--- src/rtl/i2c_xfer_seq.sv ---
module i2c_xfer_seq #(
  parameter int DEPTH    = 16,
  parameter int DATA_LVL = DEPTH - 2,
  parameter int SIZE_W   = 8,
  parameter int AW       = 10
) (
  input  logic              clk,
  input  logic              rst_n,
  input  logic              reg_wr,
  input  logic              reg_rd,
  input  logic [2:0]        reg_sel,
  input  logic [AW-1:0]     reg_wdata,
  output logic [AW-1:0]     reg_rdata,
  output logic              irq,
  output logic              cmd_valid,
  output logic [2:0]        cmd_op,
  output logic [7:0]        cmd_byte,
  output logic              cmd_ack,
  input  logic              cmd_done,
  input  logic              cmd_nack,
  input  logic [7:0]        cmd_rdata
);
  localparam int PW = $clog2(DEPTH);
  localparam int CW = PW + 1;

  localparam logic [2:0] R_CTRL = 3'd0, R_STAT = 3'd1, R_ADDR = 3'd2,
                         R_DATA = 3'd3, R_ISR = 3'd4, R_SIZE = 3'd5;
  localparam logic [2:0] OP_START = 3'd0, OP_RSTART = 3'd1, OP_WRITE = 3'd2,
                         OP_READ = 3'd3, OP_STOP = 3'd4;
  localparam int E_COMP = 0, E_DATA = 1, E_NACK = 2, E_RXOVF = 5,
                 E_TXOVF = 6, E_RXUNF = 7;

  typedef enum logic [3:0] {
    S_IDLE, S_START, S_AHI, S_ALO, S_RS2, S_AHI2, S_TX, S_RX, S_HOLD, S_STOP
  } st_t;

  st_t              st;
  logic             rs_q, abort_q;
  logic             c_rx, c_ms, c_seven, c_ack, c_hold;
  logic [AW-1:0]    addr_q;
  logic [SIZE_W-1:0] size_q;
  logic [7:0]       isr_q, isr_set;
  logic [7:0]       mem [DEPTH];
  logic [PW-1:0]    wp, rp;
  logic [CW-1:0]    cnt;

  wire wr_ctrl = reg_wr && reg_sel == R_CTRL;
  wire wr_addr = reg_wr && reg_sel == R_ADDR;
  wire wr_data = reg_wr && reg_sel == R_DATA;
  wire wr_isr  = reg_wr && reg_sel == R_ISR;
  wire wr_size = reg_wr && reg_sel == R_SIZE;
  wire rd_data = reg_rd && reg_sel == R_DATA;

  wire empty    = cnt == '0;
  wire full     = cnt == CW'(DEPTH);
  wire fifo_clr = wr_ctrl && reg_wdata[6];
  wire step     = cmd_valid && cmd_done;
  wire go       = wr_addr && c_ms;
  wire busy     = st != S_IDLE;
  wire size_z   = size_q == '0;

  wire eng_rx  = st == S_RX && step;
  wire push    = (eng_rx && !full) || (wr_data && !c_rx && !full);
  wire pop     = (rd_data && c_rx && !empty) || (st == S_TX && step);
  wire [7:0] push_d = eng_rx ? cmd_rdata : reg_wdata[7:0];

  always_comb begin
    cmd_valid = 1'b0;
    cmd_op    = OP_WRITE;
    cmd_byte  = 8'h00;
    cmd_ack   = 1'b0;
    unique case (st)
      S_START: begin cmd_valid = 1'b1; cmd_op = rs_q ? OP_RSTART : OP_START; end
      S_AHI: begin
        cmd_valid = 1'b1;
        cmd_byte  = c_seven ? {addr_q[6:0], c_rx} : {5'b11110, addr_q[9:8], 1'b0};
      end
      S_ALO:  begin cmd_valid = 1'b1; cmd_byte = addr_q[7:0]; end
      S_RS2:  begin cmd_valid = 1'b1; cmd_op = OP_RSTART; end
      S_AHI2: begin cmd_valid = 1'b1; cmd_byte = {5'b11110, addr_q[9:8], 1'b1}; end
      S_TX:   begin cmd_valid = !empty; cmd_byte = mem[rp]; end
      S_RX: begin
        cmd_valid = !size_z && !full;
        cmd_op    = OP_READ;
        cmd_ack   = c_ack && size_q != SIZE_W'(1);
      end
      S_STOP: begin cmd_valid = 1'b1; cmd_op = OP_STOP; end
      default: ;
    endcase
  end

  always_ff @(posedge clk or negedge rst_n) begin
    if (!rst_n) begin
      st <= S_IDLE; rs_q <= 1'b0; abort_q <= 1'b0;
    end else begin
      unique case (st)
        S_IDLE: if (go) begin st <= S_START; rs_q <= 1'b0; abort_q <= 1'b0; end
        S_START: if (step) st <= S_AHI;
        S_AHI: if (step) begin
          if (cmd_nack) begin st <= S_STOP; abort_q <= 1'b1; end
          else if (c_seven) st <= c_rx ? S_RX : S_TX;
          else st <= S_ALO;
        end
        S_ALO: if (step) begin
          if (cmd_nack) begin st <= S_STOP; abort_q <= 1'b1; end
          else st <= c_rx ? S_RS2 : S_TX;
        end
        S_RS2: if (step) st <= S_AHI2;
        S_AHI2: if (step) begin
          if (cmd_nack) begin st <= S_STOP; abort_q <= 1'b1; end
          else st <= S_RX;
        end
        S_TX: begin
          if (empty) st <= c_hold ? S_HOLD : S_STOP;
          else if (step && cmd_nack) begin st <= S_STOP; abort_q <= 1'b1; end
        end
        S_RX: if (size_z) st <= c_hold ? S_HOLD : S_STOP;
        S_HOLD: begin
          if (go) begin st <= S_START; rs_q <= 1'b1; abort_q <= 1'b0; end
          else if (!c_rx && !empty) st <= S_TX;
          else if (c_rx && !size_z) st <= S_RX;
          else if (!c_hold) st <= S_STOP;
        end
        S_STOP: if (step) st <= S_IDLE;
        default: st <= S_IDLE;
      endcase
    end
  end

  always_ff @(posedge clk or negedge rst_n) begin
    if (!rst_n) begin
      {c_hold, c_ack, c_seven, c_ms, c_rx} <= '0;
      addr_q <= '0;
      size_q <= '0;
    end else begin
      if (wr_ctrl) {c_hold, c_ack, c_seven, c_ms, c_rx} <= reg_wdata[4:0];
      if (wr_addr) addr_q <= reg_wdata;
      if (wr_size) size_q <= reg_wdata[SIZE_W-1:0];
      else if (eng_rx) size_q <= size_q - 1'b1;
    end
  end

  always_ff @(posedge clk or negedge rst_n) begin
    if (!rst_n) begin
      wp <= '0; rp <= '0; cnt <= '0;
      for (int i = 0; i < DEPTH; i++) mem[i] <= '0;
    end else if (fifo_clr) begin
      wp <= '0; rp <= '0; cnt <= '0;
      for (int i = 0; i < DEPTH; i++) mem[i] <= '0;
    end else begin
      if (push) begin mem[wp] <= push_d; wp <= wp + 1'b1; end
      if (pop) rp <= rp + 1'b1;
      cnt <= cnt + CW'(push) - CW'(pop);
    end
  end

  always_comb begin
    isr_set = '0;
    isr_set[E_COMP]  = (st == S_STOP && step && !abort_q) ||
                       (st == S_TX && empty && c_hold) ||
                       (st == S_RX && size_z && c_hold);
    isr_set[E_DATA]  = c_rx && push && !pop && cnt == CW'(DATA_LVL - 1);
    isr_set[E_NACK]  = step && cmd_nack && cmd_op == OP_WRITE;
    isr_set[E_RXOVF] = eng_rx && full;
    isr_set[E_TXOVF] = wr_data && !c_rx && full;
    isr_set[E_RXUNF] = rd_data && c_rx && empty;
  end

  always_ff @(posedge clk or negedge rst_n) begin
    if (!rst_n) isr_q <= '0;
    else isr_q <= (isr_q & ~(wr_isr ? reg_wdata[7:0] : 8'h00)) | isr_set;
  end

  assign irq = |isr_q;

  always_comb begin
    reg_rdata = '0;
    case (reg_sel)
      R_CTRL: reg_rdata[4:0] = {c_hold, c_ack, c_seven, c_ms, c_rx};
      R_STAT: begin reg_rdata[8] = busy; reg_rdata[5] = c_rx && !empty; end
      R_ADDR: reg_rdata = addr_q;
      R_DATA: reg_rdata[7:0] = (c_rx && !empty) ? mem[rp] : 8'h00;
      R_ISR:  reg_rdata[7:0] = isr_q;
      R_SIZE: reg_rdata[SIZE_W-1:0] = c_rx ? size_q : SIZE_W'(cnt);
      default: ;
    endcase
  end

  AST_FIFO_BOUND: assert property (@(posedge clk) disable iff (!rst_n) cnt <= CW'(DEPTH));
  AST_NO_READ_INTO_FULL: assert property (@(posedge clk) disable iff (!rst_n)
    (cmd_done && cmd_op == OP_READ) |-> !full);
  AST_ACKED_READ_NOT_LAST: assert property (@(posedge clk) disable iff (!rst_n)
    (step && cmd_op == OP_READ && cmd_ack && !wr_size) |=> !size_z);
  AST_NACK_THEN_STOP: assert property (@(posedge clk) disable iff (!rst_n)
    (step && cmd_nack && cmd_op == OP_WRITE) |=> (cmd_valid && cmd_op == OP_STOP));
  AST_RELEASE_AFTER_STOP: assert property (@(posedge clk) disable iff (!rst_n)
    $fell(busy) |-> $past(step && cmd_op == OP_STOP));
  AST_CLEAR_EMPTIES: assert property (@(posedge clk) disable iff (!rst_n)
    fifo_clr |=> empty);
endmodule

--- config.mk ---
export PLATFORM = sky130hd
export DESIGN_NAME = i2c_xfer_seq
export DESIGN_NICKNAME = d
export VERILOG_FILES = /design/src/rtl/i2c_xfer_seq.sv
export SDC_FILE = /design/constraint.sdc
export NUM_CORES = 1
export LEC_CHECK = 0
export ABC_AREA = 1
export CAP_MARGIN = 10
export CELL_PAD_IN_SITES_DETAIL_PLACEMENT = 2
export CELL_PAD_IN_SITES_GLOBAL_PLACEMENT = 2
export CORE_ASPECT_RATIO = 0.7
export CORE_UTILIZATION = 30
export CTS_BUF_LIST = sky130_fd_sc_hd__clkbuf_16
export DETAILED_ROUTE_END_ITERATION = 10
export GPL_TIMING_DRIVEN = 0
export PLACE_DENSITY = 0.77
export SYNTH_ARGS = -nofsm -noshare
export SYNTH_HDL_FRONTEND = slang
export SYNTH_SLANG_ARGS = --single-unit
--- constraint.sdc ---
create_clock -name clk -period 3 [get_ports clk]
set_input_delay 0.6 -clock clk [delete_from_list [all_inputs] [get_ports clk]]
set_output_delay 0.6 -clock clk [all_outputs]
set_load 0.01 [all_outputs]
Word level (Yosys, flattened, before mapping) --
Index checks and enable logic that the tools add are counted.
Storage, ports and cells: output and inout bits 24, input port bits 27, register bits after elaboration 178
Cells by class: $add $sub $neg 5, $lt $le $gt $ge 3, reduce and logical (&&, ||, !) cells 63, bitwise logic cells 5, equality and inequality tests 34, muxes and demuxes 60
Operator list (number):
- 128-bit two-way mux | 2
- 128-bit bitwise mux | 1
- 4-bit two-way mux | 21
- 8-bit two-way mux | 10
- 4-bit one-hot mux with 10 select lines | 1
- 1-bit logical AND | 36
- 8-bit binary-select mux with 4-bit select | 1
- 8-bit demux with 4-bit select | 1
- 8-bit one-hot mux with 4 select lines | 1
- 5-bit one-hot mux with 5 select lines | 1
- 2-bit inequality test, second input constant | 10
- 4-bit by 3-bit == test with 1-bit output, second input constant | 4
- 3-bit one-hot mux with 4 select lines | 1
- 1-bit two-way mux | 11
- 5-bit greater-or-equal comparator, second input constant | 2
- 4-bit inverter with 5-bit output | 2
- 10-bit AND reduction | 1
- 3-bit by 2-bit == test with 1-bit output, second input constant | 3
- 4-bit by 1-bit adder with 4-bit output, second input constant | 2
- 8-bit AND | 1
- 4-bit by 2-bit == test with 1-bit output, second input constant | 2
- 4-bit == test, second input constant | 2
- 8-bit zero test | 1
- 2-bit by 1-bit inequality test with 1-bit output, second input constant | 4
- 35 further kinds | 49

Logic depth before layout (Yosys ltp) --
depth in word-level cells 12, gate-level depth with buffers 22, gate-level depth less buffers 21

Worst setup path after synthesis --
OpenSTA, ideal clock, no wires.
path type input to register, from in reg_sel[1], to reg cnt[4], required time 2.878 ns, cell stages on the path 19, arrival time 2.797 ns, library setup time 0.122 ns, path slack 0.081 ns, path buffers 2, cells stage by stage inv_1 -> nor2_1 -> nand2_1 -> nor3_1 -> nand2_1 -> nand2_1 -> buf_4 -> buf_4 -> nand2_1 -> nand2_1 -> ha_1 -> inv_1 -> fa_1 -> inv_1 -> nand2_1 -> a21oi_1 -> nor2_1 -> xor2_1 -> nor2_1
Between the ends: word-level cells in the longest chain between the ends 8, elaborated cells on any way between the ends 15
RTL lines:
- start: declaration | RTL line 11 | input logic [2:0] reg_sel,
- 3-bit by 2-bit == test with 1-bit output | RTL line 49, 52
- 1-bit logical AND | RTL line 49 | wire wr_data = reg_wr && reg_sel == R_DATA;
- 1-bit logical AND (2 in a row) | RTL line 63 | wire push = (eng_rx && !full) || (wr_data && !c_rx && !full);
- 1-bit logical OR | RTL line 63
- 5-bit by 1-bit adder with 5-bit output | RTL line 153 | cnt <= cnt + CW'(push) - CW'(pop);
- 5-bit by 1-bit subtractor with 5-bit output | RTL line 153
- 5-bit two-way mux * | RTL line 147 | end else if (fifo_clr) begin
- end signal: assignment | RTL line 153
- end: declaration | RTL line 45 | logic [CW-1:0] cnt;
Every way passes the cells marked *; elsewhere a longest branch is shown, timed or not. A chain may end at the register's enable or synchronous reset.

Final worst setup path --
from reg rp[0], to out reg_rdata[1]
Between the ends: word-level cells in the longest chain between the ends 6
RTL lines:
- start: declaration | RTL line 44 | logic [PW-1:0] wp, rp;
- start signal: assignment | RTL line 152 | if (pop) rp <= rp + 1'b1;
- 4-bit inverter with 5-bit output (not written as such) | RTL line 182 | R_DATA: reg_rdata[7:0] = (c_rx && !empty) ? mem[rp] : 8'h00;
- 8-bit binary-select mux with 4-bit select | RTL line 182
- 8-bit two-way mux (not written as such) (2 in a row) | RTL line 182
- 8-bit two-way mux | RTL line 182
- 5-bit one-hot mux with 5 select lines | RTL line 178 | case (reg_sel)
- end: declaration | RTL line 13 | output logic [AW-1:0] reg_rdata,
No other way between the ends. The select of a mux whose other input is x is not followed.

==> impl_metrics.json <==
{
  "yosysUniqueCellTypes": 42,
  "slew-limit-headroom_pct": 44.5,
  "hold_class": "in -> async",
  "criticalPathCategory": "reg -> out",
  "die_w_microns": 223,
  "post-route-util_pct": 39.7,
  "layout_commonest_cell": "nand2_1",
  "dieHeight_microns": 157,
  "synthCells": 1406,
  "p_comb_share_pct": 50.8,
  "wl_microns": 52500,
  "multi_input_area_sq_um": 5560,
  "syn_nets": 1447,
  "crit_path_max_fanout": 8,
  "drv_slew": 0,
  "cts_num_sinks": 178,
  "worst-path-buf-inv": 3,
  "clk_path_buf_depth": 2,
  "final_area_sq_um": 13300,
  "synth_warnings": 0,
  "worst_slew_pin_slew_ps": 833,
  "syn_to_final_growth_pct": 30.0,
  "cp-start-kind": "register",
  "gp_congestion": 0.909,
  "nFillCells": 3827,
  "hold_violations": 0,
  "clk_latency_ps": 480,
  "crit_chain": "clkinv_4, clkbuf_16, nor2_4, o211ai_1, o2111ai_1, nand2_1, nand2_1, nand2_1, buf_2",
  "grt_pass1_vias": 11800,
  "grt_max_degree": 98,
  "peakVddDrop_mv": 0.421,
  "vias": 11400,
  "cp.required_ps": 2400,
  "path_clk_slew_ps": 80,
  "end_kind": "output port",
  "layout.cells.most_common_list": "469 x nand2_1, 175 x nand3_1, 173 x dfrtp_1",
  "numCtsBuffers": 17,
  "violations": "setup timing",
  "io_pins": 51,
  "cts_tree": "done",
  "clock.fmax_mhz": 303,
  "grt_overflow": 0,
  "switching_share_pct": 45.2,
  "p_switching_mw": 5.13,
  "p_leak_nw": 6.64,
  "setup_violations": 15,
  "grt_pass1_wl_microns": 76300,
  "syn_area_per_cell_sq_um": 7.28,
  "core_area_sq_um": 33600,
  "whs_ps": 181,
  "outcome": "complete, but fails checks",
  "drc": 0,
  "die-area_sq_um": 34900,
  "pwr_density_cell_nw_per_um2": 852,
  "drive_gt1_share_pct": 20.4,
  "drv_cap": 0,
  "drt_first_iter_violations": 957,
  "crit_top_cell": "nand2_1",
  "clock_skew_ps": 11.7,
  "first_pass_iters": 5,
  "fin_ws_ps": -302,
  "antenna_found_initial": 1,
  "syn-cell-area_sq_um": 10200,
  "cts_root_buffer": "clkbuf_16",
  "hpwlAfterDp_microns": 35300,
  "synth_seq_area_share_pct": 43.5,
  "io_buffers": 50,
  "regArea_sq_um": 4460,
  "cp_top_family": "compound AO/OA/AOI/OAI gates",
  "rows": 56,
  "nNetsFinal": 1588,
  "placed_area_sq_um": 11300,
  "min_period_ps": 3300,
  "cpPeakStageDelay_ps": 560,
  "ant_nets": 0,
  "diodes": 0,
  "p_clk_share_pct": 21.2,
  "cp_slowest_cell": "o211ai_1",
  "vias_per_cell": 5.71,
  "grt_usage_pct": 29.9,
  "ys_ff_latch": 178,
  "post-route-period-util_pct": 110,
  "p_int_mw": 6.22,
  "start_util_pct": 30.5,
  "cts_hold_buffers": 0,
  "rsz0062_at_grt": "true",
  "htree_num_levels": 4,
  "seqPwrFrac_pct": 27.9,
  "worst-endpoint-arrival_ps": 2700,
  "wl_per_cell_microns": 26.3
}
routing by layer:
metal | routed length [microns] | vias to the layer above | track usage, %
met3 | 3810 | 68 | 5.71
met1 | 25100 | 6031 | 44.5
met2 | 22600 | 393 | 43.6
li1 | - | 4897 | -
met4 | 932 | 0 | 8.47
met5 | 0 | - | 0
flip-flops by register name, summed over array words and instances (netlist names), 4 cells and up:
signal / count
mem: 128
wp: 4
addr_q: 10
st: 4
cnt: 5
rp: 4
isr_q: 8
size_q: 8
worst paths after layout:
| path | startpoint | end | slack, ps | cells past startpoint |
|---|---|---|---|---|
| worst max-delay path | rp[0]$_DFFE_PN0P_ | reg_rdata[1] | -300 | 9 |
| worst max register to register | st[3]$_DFFE_PN0P_ | cnt[4]$_DFF_PN0_ | 20 | 19 |
| max in group asynchronous | rst_n | size_q[5]$_DFFE_PN0P_ | 1880 | 2 |
| min in group clk | mem[42]$_DFFE_PN0P_ | mem[42]$_DFFE_PN0P_ | 480 | 2 |
| worst min register to register | mem[42]$_DFFE_PN0P_ | mem[42]$_DFFE_PN0P_ | 480 | 2 |
| worst min-delay path | rst_n | mem[65]$_DFFE_PN0P_ | 180 | 1 |
synthesized netlist by cell type (all sizes together):
library cell	count	area share [%]
a211oi	2	0.15
nand4	15	0.92
dfrtp	178	43
ha	13	1.6
a21oi	44	3.4
a311o	1	0.098
o211ai	24	1.8
a2111oi	2	0.17
inv	116	4.3
o22ai	9	0.55
nand2	516	19
xor2	5	0.43
xnor2	1	0.086
buf	26	1.9
o21ai	93	4.5
or2	3	0.18
a221oi	7	0.60
clkbuf	30	1.1
o31ai	1	0.073
nand3	186	9.3
a41oi	1	0.086
nor3	10	0.60
o21bai	1	0.073
fa	1	0.20
a31oi	5	0.31
nor4	2	0.12
o2111ai	6	0.51
clkinv	2	0.073
nand3b	2	0.15
nor2	103	3.8
a311oi	1	0.086
logic make-up after synthesis:
group	Yosys count	share of synthesized area [%]
AO/OA/AOI/OAI	197	12.4
XOR/XNOR	6	0.513
adder cells (fa/ha/maj)	14	1.78
buffers and inverters	174	7.29
flip-flops	178	43.5
AND/OR/NAND/NOR	837	34.6
through the flow:
step,cells,power (mW),setup WS [ps],TNS [ps]
floorplan,1406,5.25,80.8,0
global placement,1891,7.01,-6920,-1272810
detailed placement,1892,7.17,-1460,-62330
CTS,1968,10.6,-170,-1470
global route,1995,11.8,-284,-3570
finish,1995,11.3,-302,-3090
what timing repair did:
action                                  CTS  global route
pin swaps                                37            49
gates cloned                              1             1
endpoints found under the setup margin   25           153
gates resized for setup                 231           115
setup buffers                            45            31
final cells by class:
cell class / count / share of cell area (%)
inverters: 118 / 3.46
clock buffers: 17 / 3.19
clock inverters: 15 / 1.26
repair buffers: 126 / 8.68
multi-input cells: 1054 / 41.8
well taps: 435 / 4.09
plain buffers: 52 / 4.06
flip-flops and latches: 178 / 33.5
power groups by stage:
| stage | Sequential (mW) | Clock (mW) | Combinational [mW] |
|---|---|---|---|
| after floorplan | 3.01 | 0 | 2.24 |
| after global placement | 3.12 | 0 | 3.88 |
| after detailed placement | 3.14 | 0 | 4.02 |
| after global routing | 3.21 | 2.52 | 6.07 |
| final | 3.17 | 2.41 | 5.77 |
| after CTS | 3.13 | 2.41 | 5.07 |
Note: power is estimated with default switching activity, not from simulation.
